File: config.mk
export PLATFORM = sky130hd
export DESIGN_NAME = i2c_temp_target
export DESIGN_NICKNAME = d
export VERILOG_FILES = /design/src/rtl/i2c_temp_target.sv
export SDC_FILE = /design/constraint.sdc
export NUM_CORES = 1
export LEC_CHECK = 0
export ABC_CLOCK_PERIOD_IN_PS = 2600
export BUFFER_PORTS_ARGS = -buffer_cell sky130_fd_sc_hd__buf_2
export CAP_MARGIN = 20
export CORE_ASPECT_RATIO = 1.2
export CORE_UTILIZATION = 25
export DETAILED_ROUTE_END_ITERATION = 10
export GPL_TIMING_DRIVEN = 0
export PLACE_DENSITY_LB_ADDON = 0.2
export SLEW_MARGIN = 20
export SYNTH_ARGS = -nofsm -noshare
export SYNTH_HDL_FRONTEND = slang
export SYNTH_SLANG_ARGS = --single-unit
File: constraint.sdc
create_clock -name clk -period 2.6 [get_ports clk]
set_input_delay 0.52 -clock clk [delete_from_list [all_inputs] [get_ports clk]]
set_output_delay 0.52 -clock clk [all_outputs]
set_load 0.03 [all_outputs]
File: src/rtl/i2c_temp_target.sv
module i2c_temp_target #(
  parameter logic [3:0] ADDR_HI = 4'b1001,
  parameter int         TMO_CYC = 13_500_000
) (
  input  logic        clk,
  input  logic        rst_n,
  input  logic        scl_i,
  input  logic        sda_i,
  output logic        sda_oe,
  input  logic [2:0]  strap_i,
  input  logic [11:0] temp_i,
  input  logic        temp_load_i,
  input  logic        alert_active_i,
  input  logic        alert_high_i,
  output logic [15:0] temp_o,
  output logic [15:0] cfg_o,
  output logic [15:0] tlow_o,
  output logic [15:0] thigh_o,
  output logic        rd_strobe_o,
  output logic        soft_rst_o,
  output logic        alert_won_o,
  output logic        hs_o
);
  localparam int TW = $clog2(TMO_CYC + 1);
  localparam logic [TW-1:0] TMO_LIM = TW'(TMO_CYC);

  typedef enum logic [2:0] {S_IDLE, S_RECV, S_ACK, S_SEND, S_MACK} st_t;
  typedef enum logic [1:0] {K_ADDR, K_PTR, K_DATA, K_GC} kind_t;
  typedef enum logic [1:0] {N_IDLE, N_RECV, N_SEND} nxt_t;

  logic [2:0] scl_s, sda_s;
  logic scl_r, scl_p, sda_r, sda_p;
  logic start, stop, scl_rise, scl_fall;

  st_t   state;
  kind_t kind;
  nxt_t  nxt;
  logic [2:0] bitcnt;
  logic [7:0] shreg;
  logic full, ack_q, busy, tx_ara, ara_hi, bytesel, mack, won_pend;
  logic [1:0] wcnt;
  logic [1:0] ptr;
  logic [2:0] strap_q;
  logic [11:0] temp_q, tlo_q, thi_q;
  logic [6:0] cfg_q;
  logic [TW-1:0] tmo;
  logic tmo_hit;
  logic [7:0] b, ara_byte, tx_first, tx_next;
  logic [15:0] reg_word;

  assign scl_r = scl_s[1];
  assign scl_p = scl_s[2];
  assign sda_r = sda_s[1];
  assign sda_p = sda_s[2];
  assign start    = scl_r & scl_p & sda_p & ~sda_r;
  assign stop     = scl_r & scl_p & ~sda_p & sda_r;
  assign scl_rise = scl_r & ~scl_p;
  assign scl_fall = ~scl_r & scl_p;
  assign tmo_hit  = busy && (tmo == TMO_LIM);

  assign temp_o  = {temp_q, 4'h0};
  assign cfg_o   = {1'b0, cfg_q, 8'hFF};
  assign tlow_o  = {tlo_q, 4'h0};
  assign thigh_o = {thi_q, 4'h0};

  assign b        = {shreg[6:0], sda_r};
  assign ara_byte = {ADDR_HI, strap_q, ara_hi};

  always_comb begin
    case (ptr)
      2'd0:    reg_word = temp_o;
      2'd1:    reg_word = cfg_o;
      2'd2:    reg_word = tlow_o;
      default: reg_word = thigh_o;
    endcase
  end

  assign tx_first = tx_ara ? ara_byte : reg_word[15:8];
  assign tx_next  = bytesel ? reg_word[15:8] : reg_word[7:0];

  always_ff @(posedge clk or negedge rst_n) begin
    if (!rst_n) begin
      scl_s <= 3'b111;
      sda_s <= 3'b111;
    end else begin
      scl_s <= {scl_s[1:0], scl_i};
      sda_s <= {sda_s[1:0], sda_i};
    end
  end

  always_ff @(posedge clk or negedge rst_n) begin
    if (!rst_n) begin
      state <= S_IDLE;  kind <= K_ADDR;  nxt <= N_IDLE;
      bitcnt <= '0;  shreg <= '0;  full <= 1'b0;  ack_q <= 1'b0;
      busy <= 1'b0;  tx_ara <= 1'b0;  ara_hi <= 1'b0;  bytesel <= 1'b0;
      mack <= 1'b0;  won_pend <= 1'b0;  wcnt <= '0;  ptr <= '0;
      strap_q <= '0;  temp_q <= '0;  cfg_q <= '0;
      tlo_q <= 12'h4B0;  thi_q <= 12'h500;  tmo <= '0;
      sda_oe <= 1'b0;  rd_strobe_o <= 1'b0;  soft_rst_o <= 1'b0;
      alert_won_o <= 1'b0;  hs_o <= 1'b0;
    end else begin
      rd_strobe_o <= 1'b0;
      soft_rst_o  <= 1'b0;
      alert_won_o <= 1'b0;
      if (temp_load_i) temp_q <= temp_i;
      if (busy && (!scl_r || !sda_r)) tmo <= tmo + 1'b1;
      else tmo <= '0;

      if (start) begin
        state <= S_RECV;  kind <= K_ADDR;  bitcnt <= '0;  full <= 1'b0;
        sda_oe <= 1'b0;  strap_q <= strap_i;  busy <= 1'b1;  tmo <= '0;
        alert_won_o <= won_pend;  won_pend <= 1'b0;
      end else if (stop) begin
        state <= S_IDLE;  sda_oe <= 1'b0;  busy <= 1'b0;  hs_o <= 1'b0;
        alert_won_o <= won_pend;  won_pend <= 1'b0;
      end else if (tmo_hit) begin
        state <= S_IDLE;  sda_oe <= 1'b0;  busy <= 1'b0;
        won_pend <= 1'b0;  tmo <= '0;
      end else begin
        case (state)
          S_RECV: begin
            if (scl_rise) begin
              shreg  <= b;
              bitcnt <= bitcnt + 3'd1;
              if (bitcnt == 3'd7) begin
                full  <= 1'b1;
                ack_q <= 1'b1;
                nxt   <= N_RECV;
                case (kind)
                  K_ADDR: begin
                    if (b[7:1] == {ADDR_HI, strap_q}) begin
                      if (b[0]) begin
                        nxt <= N_SEND;  tx_ara <= 1'b0;  bytesel <= 1'b0;
                        rd_strobe_o <= 1'b1;
                      end else begin
                        kind <= K_PTR;
                      end
                    end else if (b == 8'h00) begin
                      kind <= K_GC;
                    end else if (b == 8'h19 && alert_active_i) begin
                      nxt <= N_SEND;  tx_ara <= 1'b1;  ara_hi <= alert_high_i;
                    end else begin
                      ack_q <= 1'b0;
                      nxt   <= N_IDLE;
                      if (b[7:3] == 5'b00001) hs_o <= 1'b1;
                    end
                  end
                  K_PTR: begin
                    ptr  <= b[1:0];
                    kind <= K_DATA;
                    wcnt <= 2'd0;
                  end
                  K_DATA: begin
                    if (wcnt == 2'd0) begin
                      wcnt <= 2'd1;
                      case (ptr)
                        2'd1:    cfg_q <= b[6:0];
                        2'd2:    tlo_q[11:4] <= b;
                        2'd3:    thi_q[11:4] <= b;
                        default: ;
                      endcase
                    end else if (wcnt == 2'd1) begin
                      wcnt <= 2'd2;
                      case (ptr)
                        2'd2:    tlo_q[3:0] <= b[7:4];
                        2'd3:    thi_q[3:0] <= b[7:4];
                        default: ;
                      endcase
                    end
                  end
                  default: begin
                    nxt <= N_IDLE;
                    if (b == 8'h06) begin
                      temp_q <= '0;  cfg_q <= '0;  tlo_q <= 12'h4B0;
                      thi_q <= 12'h500;  ptr <= '0;  soft_rst_o <= 1'b1;
                    end else if (b == 8'h04) begin
                      strap_q <= strap_i;
                    end
                  end
                endcase
              end
            end else if (scl_fall && full) begin
              full   <= 1'b0;
              state  <= S_ACK;
              sda_oe <= ack_q;
            end
          end
          S_ACK: begin
            if (scl_fall) begin
              sda_oe <= 1'b0;
              bitcnt <= '0;
              case (nxt)
                N_RECV: state <= S_RECV;
                N_SEND: begin
                  state  <= S_SEND;
                  shreg  <= tx_first;
                  sda_oe <= ~tx_first[7];
                end
                default: state <= S_IDLE;
              endcase
            end
          end
          S_SEND: begin
            if (scl_rise && tx_ara && shreg[7] && !sda_r) begin
              state  <= S_IDLE;
              sda_oe <= 1'b0;
            end else if (scl_fall) begin
              if (bitcnt == 3'd7) begin
                state  <= S_MACK;
                sda_oe <= 1'b0;
                if (tx_ara) won_pend <= 1'b1;
              end else begin
                shreg  <= {shreg[6:0], 1'b0};
                sda_oe <= ~shreg[6];
                bitcnt <= bitcnt + 3'd1;
              end
            end
          end
          S_MACK: begin
            if (scl_rise) begin
              mack <= ~sda_r;
            end else if (scl_fall) begin
              if (mack && !tx_ara) begin
                state   <= S_SEND;
                bytesel <= ~bytesel;
                bitcnt  <= '0;
                shreg   <= tx_next;
                sda_oe  <= ~tx_next[7];
              end else begin
                state <= S_IDLE;
              end
            end
          end
          default: ;
        endcase
      end
    end
  end


  soft_rst_vals_chk: assert property (@(posedge clk) disable iff (!rst_n)
    soft_rst_o |-> (temp_o == 16'h0000 && cfg_o == 16'h00FF &&
                    tlow_o == 16'h4B00 && thigh_o == 16'h5000));

  tmo_release_chk: assert property (@(posedge clk) disable iff (!rst_n)
    (tmo_hit && !start && !stop) |=> (!sda_oe && !busy));

  rd_pulse_chk: assert property (@(posedge clk) disable iff (!rst_n)
    rd_strobe_o |=> !rd_strobe_o);

  arb_lost_chk: assert property (@(posedge clk) disable iff (!rst_n)
    (state == S_SEND && tx_ara && scl_rise && shreg[7] && !sda_r &&
     !start && !stop && !tmo_hit) |=> !sda_oe);

  drive_busy_chk: assert property (@(posedge clk) disable iff (!rst_n)
    sda_oe |-> busy);

  hs_stop_chk: assert property (@(posedge clk) disable iff (!rst_n)
    stop |=> !hs_o);
endmodule

======== After elaboration in Yosys (flattened, before gate mapping) ========
Index checks and enable logic that the tools add are counted.
word-level totals
  bits in registers ....................... 111
  latch bits .............................. 0
  RAM bits ................................ 0
  memory bits (read-only) ................. 0
  input bits .............................. 22
  output and inout port bits .............. 69
  word-level logic and storage cells ...... 364
  memories ................................ 0
operators by class
  add/subtract/negate cells ............... 2
  $mul .................................... 0
  div/mod/pow operators ................... 0
  order comparisons ....................... 0
  equality and inequality tests ........... 69
  shift operators ......................... 0
  multiplexer cells ....................... 176
  bitwise gates (word level) .............. 22
  reductions and logical operators ........ 65
operators with widths
  operator                                              number
  two-way mux 12 bit                                    11
  two-way mux 8 bit                                     15
  two-way mux 24 bit                                    4
  two-way mux 3 bit                                     31
  two-way mux 1 bit                                     75
  AND reduction 10 bit                                  6
  != test 2 bit (second input constant)                 24
  one-hot mux 12 bit (2 select lines)                   2
  one-hot mux 16 bit (3 select lines)                   1
  AND reduction 8 bit                                   6
  two-way mux 2 bit                                     17
  AND reduction 11 bit                                  3
  one-hot mux 8 bit (4 select lines)                    1
  != test 5 bit (second input constant)                 6
  nonzero test 2 bit                                    14
  != test 3 bit (second input constant)                 9
  adder 24 x 1 -> 24 bit (second input constant)        1
  equality test 24 bit (second input constant)          1
  two-way mux 4 bit                                     6
  one-hot mux 3 bit (4 select lines)                    2
  two-way mux 7 bit                                     3
  one-hot mux 2 bit (2 select lines)                    5
  nonzero test 4 bit                                    5
  equality test 8 x 3 -> 1 bit (second input constant)  2
  other kinds (32)                                      84

======== Logic depth before layout (Yosys ltp) ========
  depth in word-level cells ............... 11
  mapped depth ............................ 9
  mapped depth without buffers ............ 8

======== Worst setup path before layout ========
Ideal clock, no wire load.
  path kind ............................... register to register
  from .................................... register tmo[0]
  to ...................................... register thi_q[0]
  setup time .............................. 125 ps
  arrival ................................. 2125 ps
  required time ........................... 2475 ps
  setup slack ............................. 350 ps
  cell stages (with the launch flop) ...... 10
  buffers on the path ..................... 1
  period minus slack after synthesis ...... 2250 ps
  cell sequence ........................... dfrtp_1 -> inv_1 -> ha_1 -> or4b_1 -> nor3_2 -> nand3_2 -> and2_4 -> buf_6 -> o2111ai_4 -> mux2_2
between the ends
  cells in the longest elaborated chain, start to end .. 4
ends and longest elaborated chain
  element                         RTL line  RTL
  start, declared                 46        logic [TW-1:0] tmo;
  start signal, assigned          106       if (busy && (!scl_r || !sda_r)) tmo <= tmo + 1'b1;
  equality test 24 bit            59        assign tmo_hit = busy && (tmo == TMO_LIM);
  logical AND 1 bit               59
  NOT 1 bit (no line)             n/a
  AND reduction 11 bit (no line)  n/a
  end signal, assigned            166       2'd3: thi_q[3:0] <= b[7:4];
  end, declared                   44        logic [11:0] temp_q, tlo_q, thi_q;
No other way between the ends.
A chain may end at the register's enable or synchronous reset.

======== Worst setup path after layout ========
  from .................................... register tmo[1]
  to ...................................... register thi_q[0]
The elaborated chain is that of the path after synthesis.

==> key figures <==
Outcome
  • Status: finished, final reports clean

Setup path
  • CP delay by family, top: simple AND/OR/NAND/NOR gates
  • Critical Path RT: 2840 ps
  • Worst Path Buf+Inv: 2
  • Worst setup SP type: register
  • Critical path's slowest cell: or4b_4
  • Crit path max fanout: 10
  • Crit end category: register
  • Crit-path max cell delay: 470 ps
  • Crit path kind: reg -> reg
  • WP data arrival: 2740 ps
  • Worst path cell trace: inv_1 -> ha_1 -> or4b_4 -> nor3_4 -> nand3_4 -> and2_4 -> buf_6 -> o2111ai_4 -> mux2_2

Timing
  • Period utilisation layout: 0.960
  • Fmax: 401 MHz
  • Final setup fails: 0
  • Minimum clock period: 2490 ps
  • Slew Limit Headroom: 0.544
  • Least-Margin Pin Slew: 685 ps
  • Fin Clk Skew: 11.1 ps
  • Hold WS: 107 ps
  • Final hold violations: 0
  • Setup_tns: 0 ps
  • Setup ws final: 105 ps
  • Pins Over Slew Limit: 0
  • RSZ-0062 raised after global routing: false

Clock tree
  • Clock sink total: 111
  • Hold buffers post-CTS: 0
  • H-tree depth: 3
  • CTS Buffer Depth: 2
  • Clock tree from TritonCTS: built
  • CTS buffer count: 9
  • Clk Latency, worst-skew pair: 360 ps
  • Worst-path clk slew: 80 ps
  • CTS root buffer: clkbuf_16

GRT
  • GRT Overall Usage: 0.146
  • Grt total ovfl: 0
  • Pin count of the biggest net entering global routing: 61
  • Global-route wire length before repair: 27800 microns
  • Vias in the first global route: 4841
  • Initial antenna violation count: 0

Detailed routing
  • Post-DRT Antenna Nets: 0
  • 1st-pass router iterations: 4
  • Via/cell ratio: 4.58
  • Vias: 4791
  • DRT iter0 DRCs: 254
  • Final wirelength: 17600 microns
  • DRC Markers: 0
  • DR WL/cell: 16.8 microns

Logic synthesis
  • Seq/Total Area, Yosys: 0.458
  • Post-synth EDFFs: 0
  • Async set-or-reset flop fraction in the synthesized netlist: 1.00
  • Synthesis Warnings: 0
  • Synthesized area: 6090 sq um
  • Yosys reg bits: 111
  • Cell variety after synth: 73
  • Ranking of synthesized cells by area: dfrtp_1 41%, mux2_2 6.3%, dfstp_2 5.2%
  • Synth area leader: dfrtp_1
  • Post-synth top area share: 0.407
  • Avg Cell Area, Syn: 9.94 sq um
  • Cell count after synthesis: 613
  • Top FF cell, synth: dfrtp_1

Floorplan
  • I/O pin cnt: 91
  • Core area: 23900 sq um
  • Core Rows: 62
  • Total die area: 25000 sq um
  • Die Ht: 173 microns
  • Die width: 145 microns
  • Starting Density: 0.255

Placed design
  • GPL Wtd Cong: 0.807
  • DP Area: 6940 sq um
  • Cells after DPL: 1022
  • PortBufs: 69
  • DP Worst Slack: -240 ps
  • Post-DP HPWL: 13100 microns

Power
  • Power Density: 699 nW/um^2
  • Leak: 3.32 nW
  • Maximum VDD drop: 0.000302 V
  • Total power: 5.20 mW

Layout
  • Nets@finish: 752
  • Most common cell after layout, fill and taps aside: dfrtp_1
  • Commonest non-fill, non-tap cells in the layout: 98 x dfrtp_1, 75 x nor2_1, 74 x buf_2, 47 x nand2_1, 34 x mux2_2
  • P&R area growth vs syn: 22.1%
  • Final Cell Area: 7440 sq um
  • Cell Count, Final, Fillers Out: 1045
  • Layout cells sized above 1: 0.284
  • Post-layout util: 0.311
  • N_diodes: 0

Run
  • Max Cap Violations: 0

Min path
  • Hold Crit Class: in -> async
## cells in the mapped netlist, drive strengths merged, types with 3 or more instances
| master | count |
|---|---|
| dfrtp | 99 |
| nor2 | 77 |
| nand2 | 49 |
| mux2 | 34 |
| buf | 32 |
| o21ai | 27 |
| mux2i | 25 |
| inv | 23 |
| a21oi | 22 |
| clkbuf | 18 |
| nand2b | 15 |
| nand3 | 15 |
| nor3 | 14 |
| nand4 | 13 |
| xor2 | 13 |
| dfstp | 12 |
| xnor2 | 12 |
| ha | 10 |
| and2 | 9 |
| o22ai | 8 |
| a31oi | 7 |
| a211oi | 5 |
| nor2b | 5 |
| nor4 | 5 |
| a211o | 4 |
| a22oi | 4 |
| mux4 | 4 |
| o2111ai | 4 |
| o31a | 4 |
| a221o | 3 |
| and3 | 3 |
## power by group
part           internal (mW)  total [mW]  switching, mW
Clock                  0.878        1.55          0.672
Combinational          0.653        1.60          0.946
Sequential              1.89        2.05          0.160
Total                   3.42        5.20           1.78
## routing by layer
metal  share of wire  GRT usage  wire (microns)
met1            0.46      0.195            8000
met2            0.50      0.244            8770
met3           0.033     0.0188             572
met4           0.013     0.0430             225
met5               0          0               0
## final cells by class
class	instances	area, sq um
Buffer	47	283
Clock buffer	10	239
Clock inverter	6	90.1
Fill cell	2574	16500
Inverter	23	86.3
Multi-Input combinational cell	449	3090
Sequential cell	111	2790
Tap cell	320	400
Timing Repair Buffer	79	459
## cells by family after synthesis
kind of cell	after synthesis	synth area share
mux	63	0.119
simple gates	220	0.179
other cells	2	0.00123
fa+ha+maj	10	0.0205
buf+inv	73	0.0614
xor+xnor	25	0.0359
compound gates	109	0.125
flops	111	0.458
## final timing paths
path / startpoint / cells after the start / to / slack (ps)
worst min register to register: scl_s[0] / 0 / scl_s[1] / 360
worst max register to register: tmo[1] / 9 / thi_q[0] / 110
min in group clk: sda_i / 1 / sda_s[0] / 260
max in group asynchronous: rst_n / 2 / sda_s[0] / 1750
worst min-delay path: rst_n / 1 / tlo_q[2] / 110
worst max-delay path: tmo[1] / 9 / thi_q[0] / 110
## flip-flops by register name, summed over array words and instances (netlist names), 3 cells and up
name / flops
tmo: 24
temp_q: 12
thi_q: 12
tlo_q: 12
shreg: 8
cfg_q: 7
bitcnt: 3
scl_s: 3
sda_s: 3
state: 3
strap_q: 3
## repair_timing
item / CTS / global route
pin swaps: 2 / 3
buffers inserted: 3 / 6
cloned: 0 / 1
resized for setup: 10 / 14
endpoints found under the setup margin: 61 / 44
endpoints found under the hold margin: 0 / 0
Power figures use the tool's default switching activity.
